`src/rtl/gdiv_pkg.sv`:
```
package gdiv_pkg;
  // Effective divisor from the divisor-minus-one code; code 0 is served as 2.
  function automatic logic [15:0] eff_div(input logic [15:0] m1);
    return (m1 == 16'd0) ? 16'd2 : m1 + 16'd1;
  endfunction

  // Cycles the output stays high for a given divisor (ceiling of half).
  function automatic logic [15:0] high_len(input logic [15:0] n);
    return (n + 16'd1) >> 1;
  endfunction
endpackage

```
`src/rtl/gdiv_sync.sv`:
```
module gdiv_sync #(
  parameter int STAGES = 2
) (
  input  logic clk,
  input  logic rst_n,
  input  logic d,
  output logic q
);
  logic [STAGES-1:0] sh;

  always_ff @(posedge clk or negedge rst_n) begin
    if (!rst_n) sh <= '0;
    else        sh <= {sh[STAGES-2:0], d};
  end

  assign q = sh[STAGES-1];
endmodule

```
`src/rtl/gdiv_core.sv`:
```
module gdiv_core
  import gdiv_pkg::*;
#(
  parameter int CNT_W = 8
) (
  input  logic             clk,
  input  logic             rst_n,
  input  logic             en_s,
  input  logic [CNT_W-1:0] div_m1,
  output logic             out_q
);
  localparam int NW = CNT_W + 1;

  logic             run;
  logic [CNT_W-1:0] cnt;
  logic [NW-1:0]    n_q, n_in, h_q, cnt_nx;
  logic             last, next_hi, stop;

  logic [15:0] e16, h16;
  assign e16    = eff_div(16'(div_m1));
  assign n_in   = e16[NW-1:0];
  assign h16    = high_len(16'(n_q));
  assign h_q    = h16[NW-1:0];
  assign cnt_nx = {1'b0, cnt} + NW'(1);
  assign last   = (cnt_nx == n_q);
  assign next_hi = last ? 1'b1 : (cnt_nx < h_q);
  // Park when disabled, but only where the output is (or is about to be) low.
  assign stop   = !en_s && (!out_q || !next_hi);

  always_ff @(posedge clk or negedge rst_n) begin
    if (!rst_n) begin
      run   <= 1'b0;
      cnt   <= '0;
      out_q <= 1'b0;
      n_q   <= NW'(2);
    end else if (!run) begin
      cnt   <= '0;
      n_q   <= n_in;
      out_q <= en_s;
      run   <= en_s;
    end else if (stop) begin
      run   <= 1'b0;
      cnt   <= '0;
      out_q <= 1'b0;
    end else begin
      out_q <= next_hi;
      if (last) begin
        cnt <= '0;
        n_q <= n_in;
      end else begin
        cnt <= cnt_nx[CNT_W-1:0];
      end
    end
  end

  // Width of the current high phase, for the pulse-width assertion.
  logic [NW-1:0] hi_run;
  always_ff @(posedge clk or negedge rst_n) begin
    if (!rst_n)      hi_run <= '0;
    else if (!out_q) hi_run <= '0;
    else             hi_run <= hi_run + NW'(1);
  end

  assert_full_pulse_R9: assert property (@(posedge clk) disable iff (!rst_n)
    $fell(out_q) |-> (hi_run == h_q));
  assert_parked_R7: assert property (@(posedge clk) disable iff (!rst_n)
    !run |-> (!out_q && cnt == '0));
  assert_restart_high_R7: assert property (@(posedge clk) disable iff (!rst_n)
    $rose(run) |-> out_q);
  assert_div_hold_R8: assert property (@(posedge clk) disable iff (!rst_n)
    (run && $past(run) && cnt != '0) |-> $stable(n_q));
  assert_cnt_range_R2: assert property (@(posedge clk) disable iff (!rst_n)
    run |-> ({1'b0, cnt} < n_q));
  assert_low_when_off_R5: assert property (@(posedge clk) disable iff (!rst_n)
    (run && !en_s && !out_q) |=> !out_q);
endmodule

```
`src/rtl/gated_divider.sv`:
```
module gated_divider #(
  parameter int CNT_W     = 8,
  parameter int SYNC_DEPTH = 2
) (
  input  logic             clk,
  input  logic             rst_n,
  input  logic             en_in,
  input  logic [CNT_W-1:0] div_m1,
  output logic             clk_out
);
  logic en_s;

  gdiv_sync #(.STAGES(SYNC_DEPTH)) u_sync (
    .clk(clk), .rst_n(rst_n), .d(en_in), .q(en_s)
  );

  gdiv_core #(.CNT_W(CNT_W)) u_core (
    .clk(clk), .rst_n(rst_n), .en_s(en_s), .div_m1(div_m1), .out_q(clk_out)
  );
endmodule

```
`config.mk`:
```
export PLATFORM = sky130hd
export DESIGN_NAME = gated_divider
export DESIGN_NICKNAME = d
export VERILOG_FILES = /design/src/rtl/gdiv_pkg.sv /design/src/rtl/gdiv_sync.sv /design/src/rtl/gdiv_core.sv /design/src/rtl/gated_divider.sv
export SDC_FILE = /design/constraint.sdc
export NUM_CORES = 1
export LEC_CHECK = 0
export BUFFER_PORTS_ARGS = -buffer_cell sky130_fd_sc_hd__buf_2
export CORE_ASPECT_RATIO = 0.75
export CORE_MARGIN = 2
export CORE_UTILIZATION = 50
export CTS_CLUSTER_SIZE = 10
export DETAILED_ROUTE_END_ITERATION = 10
export HOLD_SLACK_MARGIN = 0.05
export PLACE_DENSITY = 0.77
export REMOVE_ABC_BUFFERS = 1
export SYNTH_ARGS = -nofsm -noshare
export SYNTH_HDL_FRONTEND = slang
export SYNTH_SLANG_ARGS = --single-unit
```
`constraint.sdc`:
```
create_clock -name clk -period 5.9 [get_ports clk]
set_input_delay 0.59 -clock clk [delete_from_list [all_inputs] [get_ports clk]]
set_output_delay 0.59 -clock clk [all_outputs]
set_load 0.05 [all_outputs]
```
; ---- Word level (Yosys, flattened, before mapping)
; Cells that the tools add are included.
[op_classes]
n_addsub = 3
n_lt_le_gt_ge = 1
n_eq_ne = 3
n_mux = 12
reduce_logical = 7
[op_table]
columns = op, n
row1 = 9-bit 2-to-1 mux, 4
row2 = 8-bit 2-to-1 mux, 3
row3 = "8-bit by 1-bit adder with 9-bit output, second input constant", 2
row4 = "9-bit by 1-bit adder with 10-bit output, second input constant", 1
row5 = 9-bit == test, 1
row6 = 9-bit less-than comparator, 1
row7 = 8-bit logical NOT, 1
row8 = 1-bit 2-to-1 mux, 5
row9 = "2-bit != test, second input constant", 2
row10 = 1-bit logical NOT, 3
row11 = 2-bit AND reduction, 1
row12 = 1-bit logical AND, 1
row13 = 1-bit logical OR, 1
[totals]
reg_bits = 21
in_bits = 11
out_inout_bits = 1
elab_cells = 31

; ---- Depth between registers and ports, before layout
; Gate-level depths: netlist of run 1.
[logic_depth]
depth_word = 8
mapped_depth = 11
ltp_nobuf = 11

; ---- Hierarchy
; From an unflattened synthesis of run 1, not the netlist that was laid out.
[hier_totals]
hier_cells = 161
area_unflattened_um2 = 1532.7
[by_module_without_submodules]
columns = module, n_inst, cells_each, area_each_um2, seq_area_each_um2
row1 = gdiv_core, 1, 159, 1482.7, 476.7
row2 = gdiv_sync, 1, 2, 50.0, 50.0

; ---- Least setup slack after synthesis of run 1
; No wires, ideal clock.
[synth_timing]
kind = register to register
startpoint = reg u_core.n_q[2]
endpoint = reg u_core.cnt[2]
setup_ns = 0.140
arrival_time_ns = 2.439
required_ns = 5.760
setup_slack_ns = 3.320
path_stages_with_launch = 12
path_buffers = 0
synth_period_minus_slack_ns = 2.580
path_cell_list = dfrtp_1 > and3_1 > and3_1 > nand3_1 > xor2_1 > ha_1 > nand2_1 > a2111oi_0 > o211ai_1 > a31o_2 > o211ai_1 > nor2b_1
[synth_between]
elab_chain_len = 8
elab_cells_between_ends = 10
cone_classes = add/sub (1) / order compare (1) / eq/ne (1) / mux (4) / reduce/logical (3)
[synth_lines]
columns = item, line_no
row1 = start: declaration, gdiv_core.sv:16  ; logic [NW-1:0] n_q, n_in, h_q, cnt_nx;
row2 = start signal: assignment, gdiv_core.sv:38  ; n_q <= n_in;
row3 = start signal: assignment, gdiv_core.sv:49  ; n_q <= n_in;
row4 = 9-bit by 1-bit adder with 10-bit output, gdiv_pkg.sv:9  ; return (n + 16'd1) >> 1;
row5 = 9-bit less-than comparator, gdiv_core.sv:26  ; assign next_hi = last ? 1'b1 : (cnt_nx < h_q);
row6 = 1-bit 2-to-1 mux, gdiv_core.sv:26
row7 = 1-bit logical NOT, gdiv_core.sv:28  ; assign stop = !en_s && (!out_q || !next_hi);
row8 = 1-bit logical OR, gdiv_core.sv:28
row9 = 1-bit logical AND, gdiv_core.sv:28
row10 = 8-bit 2-to-1 mux (*), gdiv_core.sv:41  ; end else if (stop) begin
row11 = 8-bit 2-to-1 mux (*), gdiv_core.sv:36  ; end else if (!run) begin
row12 = end signal: assignment, gdiv_core.sv:51  ; cnt <= cnt_nx[CNT_W-1:0];
row13 = end: declaration, gdiv_core.sv:15  ; logic [CNT_W-1:0] cnt;
; Mark *: on every way between the ends. The rest lies on a longest branch, timed or not.
; A chain may end at the register's enable or synchronous reset.

; ---- Worst setup path in the final report of run 1
[layout_timing]
startpoint = reg u_core.n_q[2]
endpoint = reg u_core.cnt[6]
; Same word-level chain as after synthesis.

==> results by group, run 1 <==
Power and ir drop
  • Seq pwr share: 37.3%
  • Net Sw Frac: 41.55%
  • P_sw: 303.9 uW
  • Pwr dens: 442.9 mW/mm^2
  • Worst VDD drop: 191.8 uV
  • Internal Power: 427.5 uW
  • Combinational share of power: 49.5%
  • Tot Pwr: 731.4 uW
  • Clock Power Share: 13.3%
  • Static Leak: 0.7401 nW

STA
  • Tmin final: 2.970 ns
  • Final setup viols: 0
  • Skew final: 0.006267 ns
  • Period utilization: 50.34%
  • RSZ-0062 raised after global routing: false
  • Count of final hold-check violations: 0
  • F_max: 336.7 MHz
  • Total negative slack: 0 ns
  • Rel. slew slack: 59.80%
  • Worst slew pin tran: 0.6003 ns
  • Final Max Tran Viols: 0

Synth
  • Ys Warns: 0
  • Gate Count Post-Synth: 153
  • Largest family of logic cells by synthesized area: simple AND/OR/NAND/NOR gates
  • Post-synth cell types: 30
  • Post-synth top area cell: dfrtp_1
  • Post-synth top area share: 33.31%
  • Register area share after synthesis: 35.05%
  • Post-synthesis compound-gate area fraction: 8.993%
  • Syn_area_per_cell: 9.822 sq um
  • Multiplexer area fraction after synthesis: 6.578%
  • Synth area leaders: dfrtp_1, ha_1, xnor2_1, xor2_1, mux2_2
  • Synth Area in Adders: 9.992%
  • Post-Synth XOR/XNOR Area: 17.07%
  • Synthesis-stage register bit count: 21
  • Post-Synth Simple-Gate Area: 20.82%
  • Synthesized area: 0.001503 sq mm

Critical path
  • Critical path capture point type: flip-flop
  • Crit-path cells: and3_1, and3_1, nand3_1, xor2_1, ha_1, nand2_1, a2111oi_0, o211ai_1, a31o_2, o211ai_1, nor2b_1
  • Kind of critical path: flip-flop to flip-flop
  • Worst Path Buf+Inv: 0
  • CP peak stage delay: 0.46 ns
  • Required @ worst endpoint: 6.04 ns
  • CP Max Fanout: 8
  • WP data arrival: 3.11 ns
  • Startpoint Class: flip-flop
  • Crit-path slowest cell: dfrtp_1
  • Largest delay contributor family on the critical path: compound AO/OA/AOI/OAI gates

Floorplan
  • Ports: 12
  • Core area: 0.002893 sq mm
  • Initial core utilization: 51.95%
  • Die width: 67.30 um
  • Die Y: 51.48 um
  • Row count: 17
  • DIE AREA: 0.003464 sq mm

Detailed routing
  • DR iter-0 viols: 40
  • DRT Pass-1 Iters: 4
  • Drt drc: 0
  • DR vias: 1,165
  • Vias per inst: 5.655
  • Post-route ant nets: 0
  • Drt total wl: 3.083 mm
  • Avg WL per Cell: 14.97 um

Placement
  • Inst Count DP: 202
  • Port Buffers: 11
  • Hpwl dp: 2.422 mm
  • Area after DPL: 0.001605 sq mm
  • Gpl congestion: 0.9232

Global routing
  • Total track usage: 20.55%
  • Vias in the first global route: 1,138
  • Total grt overflow: 0
  • First-pass GRT wire length: 5.133 mm
  • Largest net degree at the start of global routing: 22
  • Initial antenna violation count: 0

Layout
  • Layout Utilization: 57.09%
  • Non-filler cells, final: 206
  • Layout cells sized above 1: 17.86%
  • Synth-to-layout area growth: 9.908%
  • Diodes inserted: 0
  • Final nets: 192
  • Post-Layout Inst Area: 0.001652 sq mm

Clock tree
  • Total CTS buffers: 3
  • Clock slew at reported path FFs: 0.08 ns
  • H-tree depth: 1
  • Clk Tree Root Cell: clkbuf_8
  • Longest Clk Path Bufs: 2
  • Hold-fix buffers at CTS: 0
  • CTS tree: done
  • TritonCTS Sinks: 21
  • Worst skew pair latency: 0.27 ns
  • Setup Buffers After CTS: 0
  • Post-cts repair resize count: 0

Min path
  • Min-delay worst type: input port to async pin

Job
  • Max-Cap Viols: 0

Status
  • Status: complete, no violations
==> metal layers <==
| layer | part of all wire (%) | track usage (%) |
|---|---|---|
| met3 | 3.1 | 5.507 |
| met5 | 0 | 0 |
| met2 | 50 | 35.31 |
| met4 | 1.0 | 5.782 |
| met1 | 46 | 25.24 |
==> cells in the mapped netlist, drive strengths merged <==
library cell and n:
dfrtp 20, nand3 14, nor2 14, xnor2 13
ha 12, xor2 11, nor2b 10, nand2 8
mux2 7, a21oi 6, and3 6, inv 6
or2 4, nand4 3, a211o 2, mux2i 2
o211ai 2, o22ai 2, a2111oi 1, a21bo 1
a31o 1, a31oi 1, dfstp 1, nor3b 1
nor4 1, o21ai 1, o31ai 1, xnor3 1
xor3 1
==> worst paths after layout <==
| check | end | cells past startpoint | slack (ns) | from |
|---|---|---|---|---|
| worst max-delay path | u_core.cnt[6]$_DFF_PN0_ | 11 | 2.93 | u_core.n_q[2]$_DFFE_PN0P_ |
| worst min-delay path | u_core.cnt[4]$_DFF_PN0_ | 1 | 0.26 | rst_n |
| worst max register to register | u_core.cnt[6]$_DFF_PN0_ | 11 | 2.93 | u_core.n_q[2]$_DFFE_PN0P_ |
| worst min register to register | u_sync.sh[1]$_DFF_PN0_ | 0 | 0.35 | u_sync.sh[0]$_DFF_PN0_ |
| max in group asynchronous | u_core.n_q[1]$_DFFE_PN1P_ | 1 | 5.28 | rst_n |
| min in group clk | u_sync.sh[1]$_DFF_PN0_ | 0 | 0.35 | u_sync.sh[0]$_DFF_PN0_ |
==> registers in the layout, summed over array words and instances (netlist names) <==
register,count
u_sync.sh,2
u_core.cnt,8
u_core.n_q,9
u_core.run,1
u_core.out_q,1
==> final cells by class <==
type | instances | area [sq um]
fill | 257 | 1241
multi-input combinational | 126 | 953.4
sequential | 21 | 526.8
timing repair buffer | 11 | 55.05
tap | 38 | 47.55
clock buffer | 3 | 41.29
inverter | 6 | 22.52
clock inverter | 1 | 5.005
==> metrics by stage <==
| stage | setup WS [ns] | hold WS [ns] |
|---|---|---|
| 2_1_floorplan | 3.320 | 0.2944 |
| 6_report | 2.930 | 0.2617 |
| 4_1_cts | 2.979 | 0.2801 |
| 5_1_grt | 2.811 | 0.3038 |
| 3_5_place_dp | 3.016 | 0.3381 |
| 3_3_place_gp | 3.034 | 0.3344 |
==> kinds of logic (layout without fill, tap and decap cells) <==
group	Yosys count	count (layout)
mux	9	9
buf+inv	6	21
compound gates	18	18
xor+xnor	26	26
fa+ha+maj	12	12
simple gates	61	61
flops	21	21
==> cell usage in the layout, fill, tap and decap left out <==
cell type and n:
ha_1 12, nor3b_1 1, a211o_1 2, mux2i_1 2, or2_4 1, nand2_1 8, o211ai_1 2, a21bo_2 1
a31oi_1 1, xnor2_1 13, mux2_2 7, clkbuf_8 3, nand4_1 3, a2111oi_0 1, o31ai_4 1, clkinv_2 1
nand3_1 14, xor2_1 11, o21ai_0 1, buf_2 11, nor2_1 14, a21oi_1 6, nor4_1 1, nor2b_1 10
dfrtp_1 20, or2_2 3, dfstp_2 1, a31o_2 1, inv_1 6, xnor3_1 1, o22ai_1 2, and3_1 6
xor3_1 1
==> power groups by stage <==
stage,registers [mW],logic (mW),clock network (mW)
floorplan,0.258,0.283,0
global placement,0.268,0.345,0
detailed placement,0.273,0.355,0
CTS,0.270,0.360,0.101
global route,0.279,0.397,0.109
finish,0.273,0.362,0.0970
No activity file was read; power rests on OpenSTA's default activity.
==> run 2: changes to the inputs <==
Clock period 5.9 ns to 2.84 ns, I/O delays scaled along.
==> run 2 against run 1 <==
Compared with the run above:
- global-route usage increased by 0.58 points
- sequential power increased by 82%
- non-clock buffer count is 11 higher
- critical path depth increased by 1
==> results by group, run 2 (synthesis gave the netlist of run 1 again) <==
Status
  • Status: complete, no violations

Critical path
  • Crit-path cells: and3_1, and3_1, nand3_1, xor2_1, ha_1, nand2_1, a2111oi_0, o211ai_1, a31o_2, o211ai_1, buf_4, nor2_1
  • Crit-path slowest cell: a2111oi_0
  • Startpoint Class: flip-flop
  • Worst Path Buf+Inv: 1
  • Required @ worst endpoint: 2.99 ns
  • Kind of critical path: flip-flop to flip-flop
  • CP peak stage delay: 0.38 ns
  • RR Startpoint: u_core.n_q[4]$_DFFE_PN0P_
  • Reg2reg end: u_core.cnt[0]$_DFF_PN0_
  • CP Max Fanout: 8
  • Worst R2R Setup Slack: 0.16 ns
  • R2R cell count: 12
  • Critical path capture point type: flip-flop
  • Largest delay contributor family on the critical path: compound AO/OA/AOI/OAI gates
  • WP data arrival: 2.83 ns

Power and ir drop
  • Combinational share of power: 56.9%
  • Static Leak: 0.7908 nW
  • Seq pwr share: 30.7%
  • Worst VDD drop: 427.1 uV
  • Clock Power Share: 12.3%
  • Net Sw Frac: 39.89%
  • Pwr dens: 931.6 mW/mm^2
  • Tot Pwr: 1.619 mW
  • P_sw: 645.8 uW
  • Internal Power: 973.3 uW

Global routing
  • Initial antenna violation count: 0
  • Largest net degree at the start of global routing: 22
  • Vias in the first global route: 1,189
  • Total track usage: 21.13%
  • First-pass GRT wire length: 5.361 mm
  • Total grt overflow: 0

Floorplan
  • DIE AREA: 0.003464 sq mm
  • Die width: 67.30 um
  • Initial core utilization: 51.95%
  • Row count: 17
  • Die Y: 51.48 um
  • Ports: 12
  • Core area: 0.002893 sq mm

Layout
  • Layout cells sized above 1: 22.91%
  • Largest register FFs: 9
  • Diodes inserted: 0
  • Top flop regs: u_core.n_q (9), u_core.cnt (8), u_sync.sh (2)
  • Final nets: 203
  • Largest Register: u_core.n_q
  • Most frequent cells in the layout: dfrtp_1, nand3_1, nor2_1, xnor2_1, ha_1
  • Synth-to-layout area growth: 15.65%
  • Commonest non-fill, non-tap cell in the layout: dfrtp_1
  • Non-filler cells, final: 217

Placement
  • Gpl congestion: 0.9169
  • Inst Count DP: 211
  • Port Buffers: 11
  • Hpwl dp: 2.498 mm

STA
  • Final setup viols: 0
  • Tmin final: 2.676 ns
  • F_max: 373.6 MHz
  • Period utilization: 94.24%
  • Skew final: 0.004654 ns
  • Worst slew pin tran: 0.5691 ns
  • Count of final hold-check violations: 0
  • Rel. slew slack: 62.06%
  • Final Max Tran Viols: 0

Detailed routing
  • Drt drc: 0
  • DRT Pass-1 Iters: 4
  • Avg WL per Cell: 14.39 um
  • DR vias: 1,203
  • Drt total wl: 3.123 mm
  • Post-route ant nets: 0
  • Vias per inst: 5.544
  • DR iter-0 viols: 49

Min path
  • WHS Path Cells: 1
  • Worst Hold Path EP: u_sync.sh[0]$_DFF_PN0_
  • Min-delay worst type: input port to flip-flop
  • HP Start: en_in

Clock tree
  • CTS tree: done
  • Worst skew pair latency: 0.26 ns
  • Longest Clk Path Bufs: 2
  • Total CTS buffers: 3
  • H-tree depth: 1
  • Clk Tree Root Cell: clkbuf_8
  • TritonCTS Sinks: 21
  • Clock slew at reported path FFs: 0.08 ns

Job
  • Max-Cap Viols: 0
## run 2: routing by layer
metal	global-route usage, %	vias up	wire length, um
met5	0	-	0
met4	4.762	0	13
met3	5.947	2	128
met2	36.14	19	1565
met1	26.43	587	1416
li1	-	595	-
## run 2: timing repair
action,in CTS,in global routing
resized for setup,0,1
buffers inserted,0,1
hold buffers,1,0
endpoints found under the setup margin,0,8
endpoints found under the hold margin,20,0
## run 2: per-stage QoR
stage / setup TNS, ns / hold WS, ns / instance area [sq um] / setup slack [ns] / utilization (%)
after detailed placement: 0 / 0.2688 / 1673 / 0.09612 / 57.83
after global placement: 0 / 0.2577 / 1673 / 0.1244 / 57.83
after global routing: -0.01331 / 0.1261 / 1738 / -0.01054 / 60.08
after CTS: 0 / 0.1176 / 1729 / 0.06284 / 59.78
after floorplan: 0 / -0.01159 / 1503 / 0.2602 / -
final: 0 / 0.1239 / 1738 / 0.1636 / 60.08
## run 2: area by class of cell
cell class              instances  area (sq um)
clock buffers                   3         41.29
repair buffers                 22         140.1
clock inverters                 1         5.005
fillers                       252          1155
multi-input cells             126         953.4
well taps                      38         47.55
inverters                       6         22.52
flip-flops and latches         21         528.0
## run 2: worst max path at each step
stage / cells after the start / from / end / slack (ns)
after global placement: 11 / u_core.n_q[4]$_DFFE_PN0P_ / u_core.cnt[5]$_DFF_PN0_ / 0.12
after floorplan: 11 / u_core.n_q[2]$_DFFE_PN0P_ / u_core.cnt[2]$_DFF_PN0_ / 0.26
after CTS: 11 / u_core.n_q[2]$_DFFE_PN0P_ / u_core.cnt[6]$_DFF_PN0_ / 0.06
after detailed placement: 11 / u_core.n_q[2]$_DFFE_PN0P_ / u_core.cnt[6]$_DFF_PN0_ / 0.1
after global routing: 12 / u_core.n_q[2]$_DFFE_PN0P_ / u_core.cnt[0]$_DFF_PN0_ / -0.01
final: 12 / u_core.n_q[4]$_DFFE_PN0P_ / u_core.cnt[0]$_DFF_PN0_ / 0.16
## run 2: power by group through the flow
stage / clock network [mW] / registers, mW / logic (mW)
after detailed placement: 0 / 0.503 / 0.900
after global placement: 0 / 0.495 / 0.858
final: 0.200 / 0.498 / 0.922
after CTS: 0.205 / 0.497 / 0.912
after floorplan: 0 / 0.536 / 0.588
after global routing: 0.217 / 0.515 / 1.02
